### src/rtl/qmem_pkg.sv
package qmem_pkg;
  localparam logic [5:0] OPC_LW = 6'h23;
  localparam logic [5:0] OPC_SW = 6'h2B;
  localparam logic [5:0] OPC_LQ = 6'h1E;
  localparam logic [5:0] OPC_SQ = 6'h1F;
  localparam logic [5:0] OPC_SD = 6'h3F;

  localparam logic [4:0] EXC_ADDR_LOAD  = 5'd4;
  localparam logic [4:0] EXC_ADDR_STORE = 5'd5;

  typedef enum logic [2:0] {
    K_NONE, K_LOADW, K_LOADQ, K_STOREW, K_STORED, K_STOREQ
  } kind_e;
endpackage

### src/rtl/qmem_decode.sv
module qmem_decode
  import qmem_pkg::*;
#(
  parameter int DATA_W      = 32,
  parameter int QUAD_BEATS  = 4,
  parameter int DWORD_BEATS = 2,
  parameter int CNT_W       = 2
) (
  input  logic [31:0]       instr,
  input  logic [DATA_W-1:0] base_val,
  output kind_e             kind,
  output logic [4:0]        rt_idx,
  output logic [DATA_W-1:0] ea,
  output logic              bad_align,
  output logic [4:0]        fault_code,
  output logic [CNT_W-1:0]  last_beat
);
  localparam int BYTES = DATA_W / 8;
  localparam logic [DATA_W-1:0] WMASK = DATA_W'(BYTES - 1);
  localparam logic [DATA_W-1:0] DMASK = DATA_W'(DWORD_BEATS * BYTES - 1);
  localparam logic [DATA_W-1:0] QMASK = DATA_W'(QUAD_BEATS * BYTES - 1);

  logic [5:0]        opc;
  logic [DATA_W-1:0] mask;
  logic              is_store;
  logic              unused_rs;

  assign opc       = instr[31:26];
  assign unused_rs = ^instr[25:21];

  always_comb begin
    ea     = base_val + {{(DATA_W-16){instr[15]}}, instr[15:0]};
    rt_idx = instr[20:16];
    case (opc)
      OPC_LW:  kind = K_LOADW;
      OPC_LQ:  kind = K_LOADQ;
      OPC_SW:  kind = K_STOREW;
      OPC_SD:  kind = K_STORED;
      OPC_SQ:  kind = K_STOREQ;
      default: kind = K_NONE;
    endcase
    case (kind)
      K_LOADW, K_STOREW: mask = WMASK;
      K_STORED:          mask = DMASK;
      K_LOADQ, K_STOREQ: mask = QMASK;
      default:           mask = '0;
    endcase
    is_store   = (kind == K_STOREW) || (kind == K_STORED) || (kind == K_STOREQ);
    bad_align  = (ea & mask) != '0;
    fault_code = is_store ? EXC_ADDR_STORE : EXC_ADDR_LOAD;
    case (kind)
      K_STOREQ: last_beat = CNT_W'(QUAD_BEATS - 1);
      K_STORED: last_beat = CNT_W'(DWORD_BEATS - 1);
      default:  last_beat = '0;
    endcase
  end
endmodule

### src/rtl/qmem_beat_ctr.sv
module qmem_beat_ctr #(
  parameter int CNT_W = 2
) (
  input  logic             clk,
  input  logic             rst_n,
  input  logic             start,
  input  logic [CNT_W-1:0] last_in,
  input  logic             step,
  output logic [CNT_W-1:0] beat,
  output logic             final_beat
);
  logic [CNT_W-1:0] last_q;

  always_ff @(posedge clk) begin
    if (!rst_n) begin
      beat   <= '0;
      last_q <= '0;
    end else if (start) begin
      beat   <= '0;
      last_q <= last_in;
    end else if (step) begin
      beat <= beat + 1'b1;
    end
  end

  assign final_beat = (beat == last_q);
endmodule

### src/rtl/qmem_wb.sv
module qmem_wb #(
  parameter int DATA_W = 32
) (
  input  logic              clk,
  input  logic              rst_n,
  input  logic              fire,
  input  logic [4:0]        idx,
  input  logic [DATA_W-1:0] data,
  output logic              wb_en,
  output logic [4:0]        wb_idx,
  output logic [DATA_W-1:0] wb_data
);
  always_ff @(posedge clk) begin
    if (!rst_n) begin
      wb_en   <= 1'b0;
      wb_idx  <= '0;
      wb_data <= '0;
    end else begin
      wb_en <= fire && (idx != 5'd0);
      if (fire) begin
        wb_idx  <= idx;
        wb_data <= data;
      end
    end
  end
endmodule

### src/rtl/qmem_unit.sv
module qmem_unit
  import qmem_pkg::*;
#(
  parameter int DATA_W      = 32,
  parameter int QUAD_BEATS  = 4,
  parameter int DWORD_BEATS = 2
) (
  input  logic              clk,
  input  logic              rst_n,
  input  logic              ins_valid,
  output logic              ins_ready,
  input  logic [31:0]       ins_word,
  input  logic [DATA_W-1:0] ins_base,
  input  logic [DATA_W-1:0] ins_rtval,
  output logic              mreq_valid,
  input  logic              mreq_ready,
  output logic              mreq_we,
  output logic [DATA_W-1:0] mreq_addr,
  output logic [DATA_W-1:0] mreq_wdata,
  input  logic              mrsp_valid,
  input  logic [DATA_W-1:0] mrsp_data,
  output logic              wb_en,
  output logic [4:0]        wb_idx,
  output logic [DATA_W-1:0] wb_data,
  output logic              exc_valid,
  output logic [4:0]        exc_code,
  output logic [DATA_W-1:0] exc_addr,
  output logic              busy
);
  localparam int CNT_W = (QUAD_BEATS > 1) ? $clog2(QUAD_BEATS) : 1;
  localparam int BYTES = DATA_W / 8;
  localparam int BSH   = $clog2(BYTES);

  typedef enum logic [1:0] {ST_IDLE, ST_RD_REQ, ST_RD_WAIT, ST_WR} st_e;
  st_e st_q, st_d;

  kind_e             dec_kind;
  logic [4:0]        dec_rt;
  logic [DATA_W-1:0] dec_ea;
  logic              dec_bad;
  logic [4:0]        dec_code;
  logic [CNT_W-1:0]  dec_last;

  logic              accept;
  logic [DATA_W-1:0] ea_q;
  logic [DATA_W-1:0] rtval_q;
  logic [4:0]        rt_q;
  logic [CNT_W-1:0]  beat;
  logic              final_beat;
  logic              wr_step;
  logic              rd_fire;

  qmem_decode #(
    .DATA_W(DATA_W), .QUAD_BEATS(QUAD_BEATS),
    .DWORD_BEATS(DWORD_BEATS), .CNT_W(CNT_W)
  ) u_dec (
    .instr(ins_word), .base_val(ins_base), .kind(dec_kind), .rt_idx(dec_rt),
    .ea(dec_ea), .bad_align(dec_bad), .fault_code(dec_code), .last_beat(dec_last)
  );

  assign busy      = (st_q != ST_IDLE);
  assign ins_ready = !busy;
  assign accept    = ins_valid && ins_ready;

  qmem_beat_ctr #(.CNT_W(CNT_W)) u_ctr (
    .clk(clk), .rst_n(rst_n), .start(accept), .last_in(dec_last),
    .step(wr_step), .beat(beat), .final_beat(final_beat)
  );

  assign mreq_valid = (st_q == ST_RD_REQ) || (st_q == ST_WR);
  assign mreq_we    = (st_q == ST_WR);
  assign mreq_addr  = ea_q + ({{(DATA_W-CNT_W){1'b0}}, beat} << BSH);
  assign mreq_wdata = (beat == '0) ? rtval_q : '0;
  assign wr_step    = (st_q == ST_WR) && mreq_ready;
  assign rd_fire    = (st_q == ST_RD_WAIT) && mrsp_valid;

  always_comb begin
    st_d = st_q;
    case (st_q)
      ST_IDLE: begin
        if (accept && !dec_bad) begin
          case (dec_kind)
            K_LOADW, K_LOADQ:            st_d = ST_RD_REQ;
            K_STOREW, K_STORED, K_STOREQ: st_d = ST_WR;
            default:                     st_d = ST_IDLE;
          endcase
        end
      end
      ST_RD_REQ:  if (mreq_ready) st_d = ST_RD_WAIT;
      ST_RD_WAIT: if (mrsp_valid) st_d = ST_IDLE;
      ST_WR:      if (mreq_ready && final_beat) st_d = ST_IDLE;
      default:    st_d = ST_IDLE;
    endcase
  end

  always_ff @(posedge clk) begin
    if (!rst_n) begin
      st_q      <= ST_IDLE;
      ea_q      <= '0;
      rtval_q   <= '0;
      rt_q      <= '0;
      exc_valid <= 1'b0;
      exc_code  <= '0;
      exc_addr  <= '0;
    end else begin
      st_q      <= st_d;
      exc_valid <= accept && dec_bad;
      if (accept) begin
        ea_q    <= dec_ea;
        rtval_q <= ins_rtval;
        rt_q    <= dec_rt;
      end
      if (accept && dec_bad) begin
        exc_code <= dec_code;
        exc_addr <= dec_ea;
      end
    end
  end

  qmem_wb #(.DATA_W(DATA_W)) u_wb (
    .clk(clk), .rst_n(rst_n), .fire(rd_fire), .idx(rt_q), .data(mrsp_data),
    .wb_en(wb_en), .wb_idx(wb_idx), .wb_data(wb_data)
  );
endmodule

### config.mk
export PLATFORM = sky130hd
export DESIGN_NAME = qmem_unit
export DESIGN_NICKNAME = d
export VERILOG_FILES = /design/src/rtl/qmem_pkg.sv /design/src/rtl/qmem_decode.sv /design/src/rtl/qmem_beat_ctr.sv /design/src/rtl/qmem_wb.sv /design/src/rtl/qmem_unit.sv
export SDC_FILE = /design/constraint.sdc
export NUM_CORES = 1
export LEC_CHECK = 0
export ABC_AREA = 0
export BUFFER_PORTS_ARGS = -buffer_cell sky130_fd_sc_hd__clkbuf_2
export CORE_MARGIN = 4
export CORE_UTILIZATION = 55
export CTS_BUF_LIST = sky130_fd_sc_hd__clkbuf_4
export CTS_CLUSTER_DIAMETER = 100
export CTS_CLUSTER_SIZE = 24
export DETAILED_ROUTE_END_ITERATION = 6
export PLACE_DENSITY = 0.91
export SLEW_MARGIN = 10
export SYNTH_ARGS = -nofsm -noshare
export SYNTH_HDL_FRONTEND = slang
export SYNTH_SLANG_ARGS = --single-unit
export TNS_END_PERCENT = 20
### constraint.sdc
create_clock -name clk -period 6.8 [get_ports clk]
set_input_delay 1.02 -clock clk [delete_from_list [all_inputs] [get_ports clk]]
set_output_delay 1.02 -clock clk [all_outputs]
set_load 0.1 [all_outputs]
==> impl_metrics.json <==
{
  "clock_path_buffers": 2,
  "pre_cts_ws_ps": 2470,
  "ctsResizeCount": 0,
  "synth_area_um2": 7820,
  "hold-path-endpoint": "rtval_q[8]",
  "crit_type": "flip-flop to output port",
  "synth_largest_area_cell": "dfxtp_1",
  "fillers": 1170,
  "dieArea_um2": 16200,
  "multi_input_area_um2": 4520,
  "reg2reg_from": "st_q[1]",
  "r2r_end": "exc_addr[28]",
  "placedInstanceArea_um2": 9190,
  "post_route_cells_drive_above_1_share_pct": 25.4,
  "gp_congestion": 0.911,
  "cts_inserted_buffers": 17,
  "setup_viol": 0,
  "status": "complete, no violations",
  "holdPathStages": 2,
  "maxCapViolCount": 0,
  "crit_slowest_cell": "nor3b_1",
  "rsz0062_at_grt": "no",
  "finalNonFillerCells": 1453,
  "rows": 43,
  "cpMostUsedCell": "inv_1",
  "grt_usage_pct": 27.1,
  "hold_buffers": 0,
  "route.met2.wl_um": 10600,
  "wl_per_cell_um": 15.5,
  "worst-r2r-setup-slack_ps": 4470,
  "worstSetupStartpointType": "flip-flop",
  "min_period_over_period_pct": 69.6,
  "grt_pass1_wl_um": 35700,
  "ys_seq_area_share_pct": 37.9,
  "critical_path.cell_chain": "ha_1 > inv_1 > fa_1 > nor3b_1 > and3_1 > nand2_1 > inv_1 > nand3_1 > xnor2_1 > clkbuf_2",
  "start_util_pct": 56.3,
  "drtPass1Iterations": 5,
  "tightestPinTransition_ps": 862,
  "cts-root-buf": "clkbuf_4",
  "ant_nets": 0,
  "area_growth_pct": 20.9,
  "route.met3.wl_um": 1890,
  "avgSynthCellArea_um2": 7.64,
  "synthFlopType": "dfxtp_1",
  "top_layer_used": "met4",
  "nNetsFinal": 1427,
  "synth_top_area_share_pct": 37.9,
  "htree_levels": 4,
  "die_h_um": 127,
  "cts_num_sinks": 148,
  "yosysWarnings": 0,
  "drt_iter0_drc": 529,
  "grt_antenna_before_repair": 1,
  "grt.overflow.total": 0,
  "max_stage_delay_ps": 670,
  "clk_pin_slew_ps": 140,
  "routed_wl_um": 22600,
  "syn_inst": 1024,
  "regArea_um2": 2960,
  "power.density_nw_per_um2": 234,
  "vias_per_cell": 5.53,
  "synth_edf_count": 0,
  "tritoncts": "done",
  "grt_max_degree": 76,
  "clkLatencyLatePin_ps": 560,
  "vias": 8031,
  "max-slew-margin-rel_pct": 42.5,
  "grt_pass1_vias": 7464,
  "clock_skew_ps": 13.6,
  "reg2regPathDepth": 6,
  "hold_class": "flip-flop to flip-flop",
  "synth_seq_cells": 148,
  "hp-start": "rtval_q[8]",
  "final_hold_viol_count": 0,
  "async_flop_share_pct": 0,
  "cp.required_ps": 5780,
  "finalInstanceArea_um2": 9460,
  "fmax_mhz": 211,
  "drcViolationCount": 0,
  "endpoint_kind": "output port",
  "ioPinCount": 277,
  "cp_num_cells": 10,
  "cp.arrival_ps": 3720,
  "synth_cell_types": 66,
  "setup_tns_ps": 0,
  "post_cts_buffers": 0,
  "final.setup.worst_slack_ps": 2060,
  "die_x_um": 127,
  "slew_violations": 0,
  "leakagePower_nw": 4.26,
  "m1WireLength_um": 9310,
  "cp_top_family": "simple AND/OR/NAND/NOR gates",
  "peakVddDrop_v": 0.000142,
  "synth_area_leaders": "dfxtp_1 (38%), nand2_1 (12%), a21oi_1 (8.9%)",
  "core_area_um2": 13900,
  "port_buffers": 268,
  "final.min_clock_period_ps": 4740,
  "path_buf_inv": 3,
  "cp_max_fo": 6,
  "hpwl_um": 16900,
  "dp.cells": 1419
}
kinds of logic (layout without fill, tap and decap cells):
logic type | Yosys count | after routing | share of synthesized area (%)
compound gates | 259 | 259 | 20.3
xor+xnor | 58 | 58 | 6.50
fa+ha+maj | 36 | 36 | 5.95
buf+inv | 85 | 330 | 4.48
flops | 148 | 148 | 37.9
mux | 3 | 3 | 0.384
other cells | 1 | 5 | 0.0480
simple gates | 434 | 434 | 24.5
worst min-delay path: stages, from the launching register on:
cell	delay (ps)
dfxtp_1	330
nand2_1	50
a21oi_1	50
per-layer routing:
| layer | vias to the layer above | global-route usage, % |
|---|---|---|
| li1 | 3962 | - |
| met2 | 351 | 44.1 |
| met3 | 66 | 6.48 |
| met1 | 3652 | 34.2 |
| met4 | 0 | 12.0 |
| met5 | - | 0 |
sequential cells by signal, summed over array words and instances, names as in the netlist:
register and cells:
rtval_q 32, u_wb.wb_idx 5, u_wb.wb_data 32, u_wb.wb_en 1, exc_valid 1, exc_addr 32, st_q 2, rt_q 5
ea_q 32, exc_code 2, u_ctr.last_q 2, u_ctr.beat 2
synth_stat cells (all sizes together), types with 2 or more instances:
library cell and n:
nor2b 3, nand4 8, a31oi 7, nor3 11, and2 35, o211ai 7, or3 3, o2111ai 4
clkbuf 46, xor2 23, nor2 54, ha 34, xnor2 35, nand2b 6, inv 23, o21ai 37
a21oi 140, a21boi 3, o41a 2, buf 16, dfxtp 148, fa 2, a211o 2, nor3b 2
a21o 15, and3 9, nand3 32, nand3b 6, mux2i 3, o21a 9, a211oi 12, nand2 259
o21bai 3, a2111oi 3, and4 2, o311ai 3
cell type report:
class / count / share of cell area, %
Sequential cell: 148 / 31.3
Antenna cell: 2 / 0.0529
Clock inverter: 14 / 1.35
Clock buffer: 18 / 1.43
Timing Repair Buffer: 275 / 14.7
Multi-Input combinational cell: 793 / 47.8
Inverter: 23 / 0.940
Tap cell: 180 / 2.38
power by group:
part	internal, mW	switching, mW	total, mW	leakage, nW
Sequential	0.912	0.0338	0.946	1.21
Combinational	0.179	0.562	0.741	2.93
Clock	0.188	0.341	0.529	0.131
Total	1.28	0.936	2.22	4.26
per-stage QoR:
| stage | hold WS [ps] | utilization [%] | power [mW] |
|---|---|---|---|
| floorplan | 432 | - | 1.55 |
| global placement | 437 | 66.2 | 1.69 |
| detailed placement | 442 | 66.2 | 1.70 |
| CTS | 461 | 68.1 | 2.22 |
| global route | 477 | 68.1 | 2.31 |
| finish | 459 | 68.1 | 2.22 |
how the worst max path moves through the flow:
| stage | start | to | slack [ps] |
|---|---|---|---|
| finish | u_ctr.beat[0] | mreq_addr[30] | 2060 |
| global route | u_ctr.beat[0] | mreq_addr[24] | 1830 |
| CTS | u_ctr.beat[0] | mreq_addr[30] | 2000 |
| detailed placement | ins_base[0] | exc_addr[27] | 2470 |
| global placement | ins_word[0] | exc_addr[28] | 2580 |
| floorplan | u_ctr.beat[0] | mreq_addr[30] | 2260 |
cell usage in the layout (no fill, tap or decap), types with 3 or more instances in the layout:
cell type	netlist	final
xnor2_1	35	35
a21o_1	15	15
o21ai_0	29	29
nand3_1	32	32
a21boi_0	3	3
and3_1	9	9
nand2b_1	6	6
nand3b_1	6	6
nand4_1	8	8
a31oi_1	6	6
mux2i_1	3	3
dfxtp_1	148	148
a21oi_1	139	139
xor2_1	23	23
o211ai_1	6	6
o21a_1	9	9
clkbuf_2	0	268
ha_1	34	34
a211oi_1	10	10
o2111ai_1	4	4
and2_1	35	34
buf_4	7	7
nor3_1	11	11
o21bai_1	3	3
o21ai_1	7	7
inv_1	22	22
or3_1	3	3
conb_1	1	3
clkinvlp_4	0	5
nand2_1	259	258
inv_6	0	3
clkbuf_4	0	18
nor2_1	52	52
Note: power is estimated with default switching activity, not from simulation.
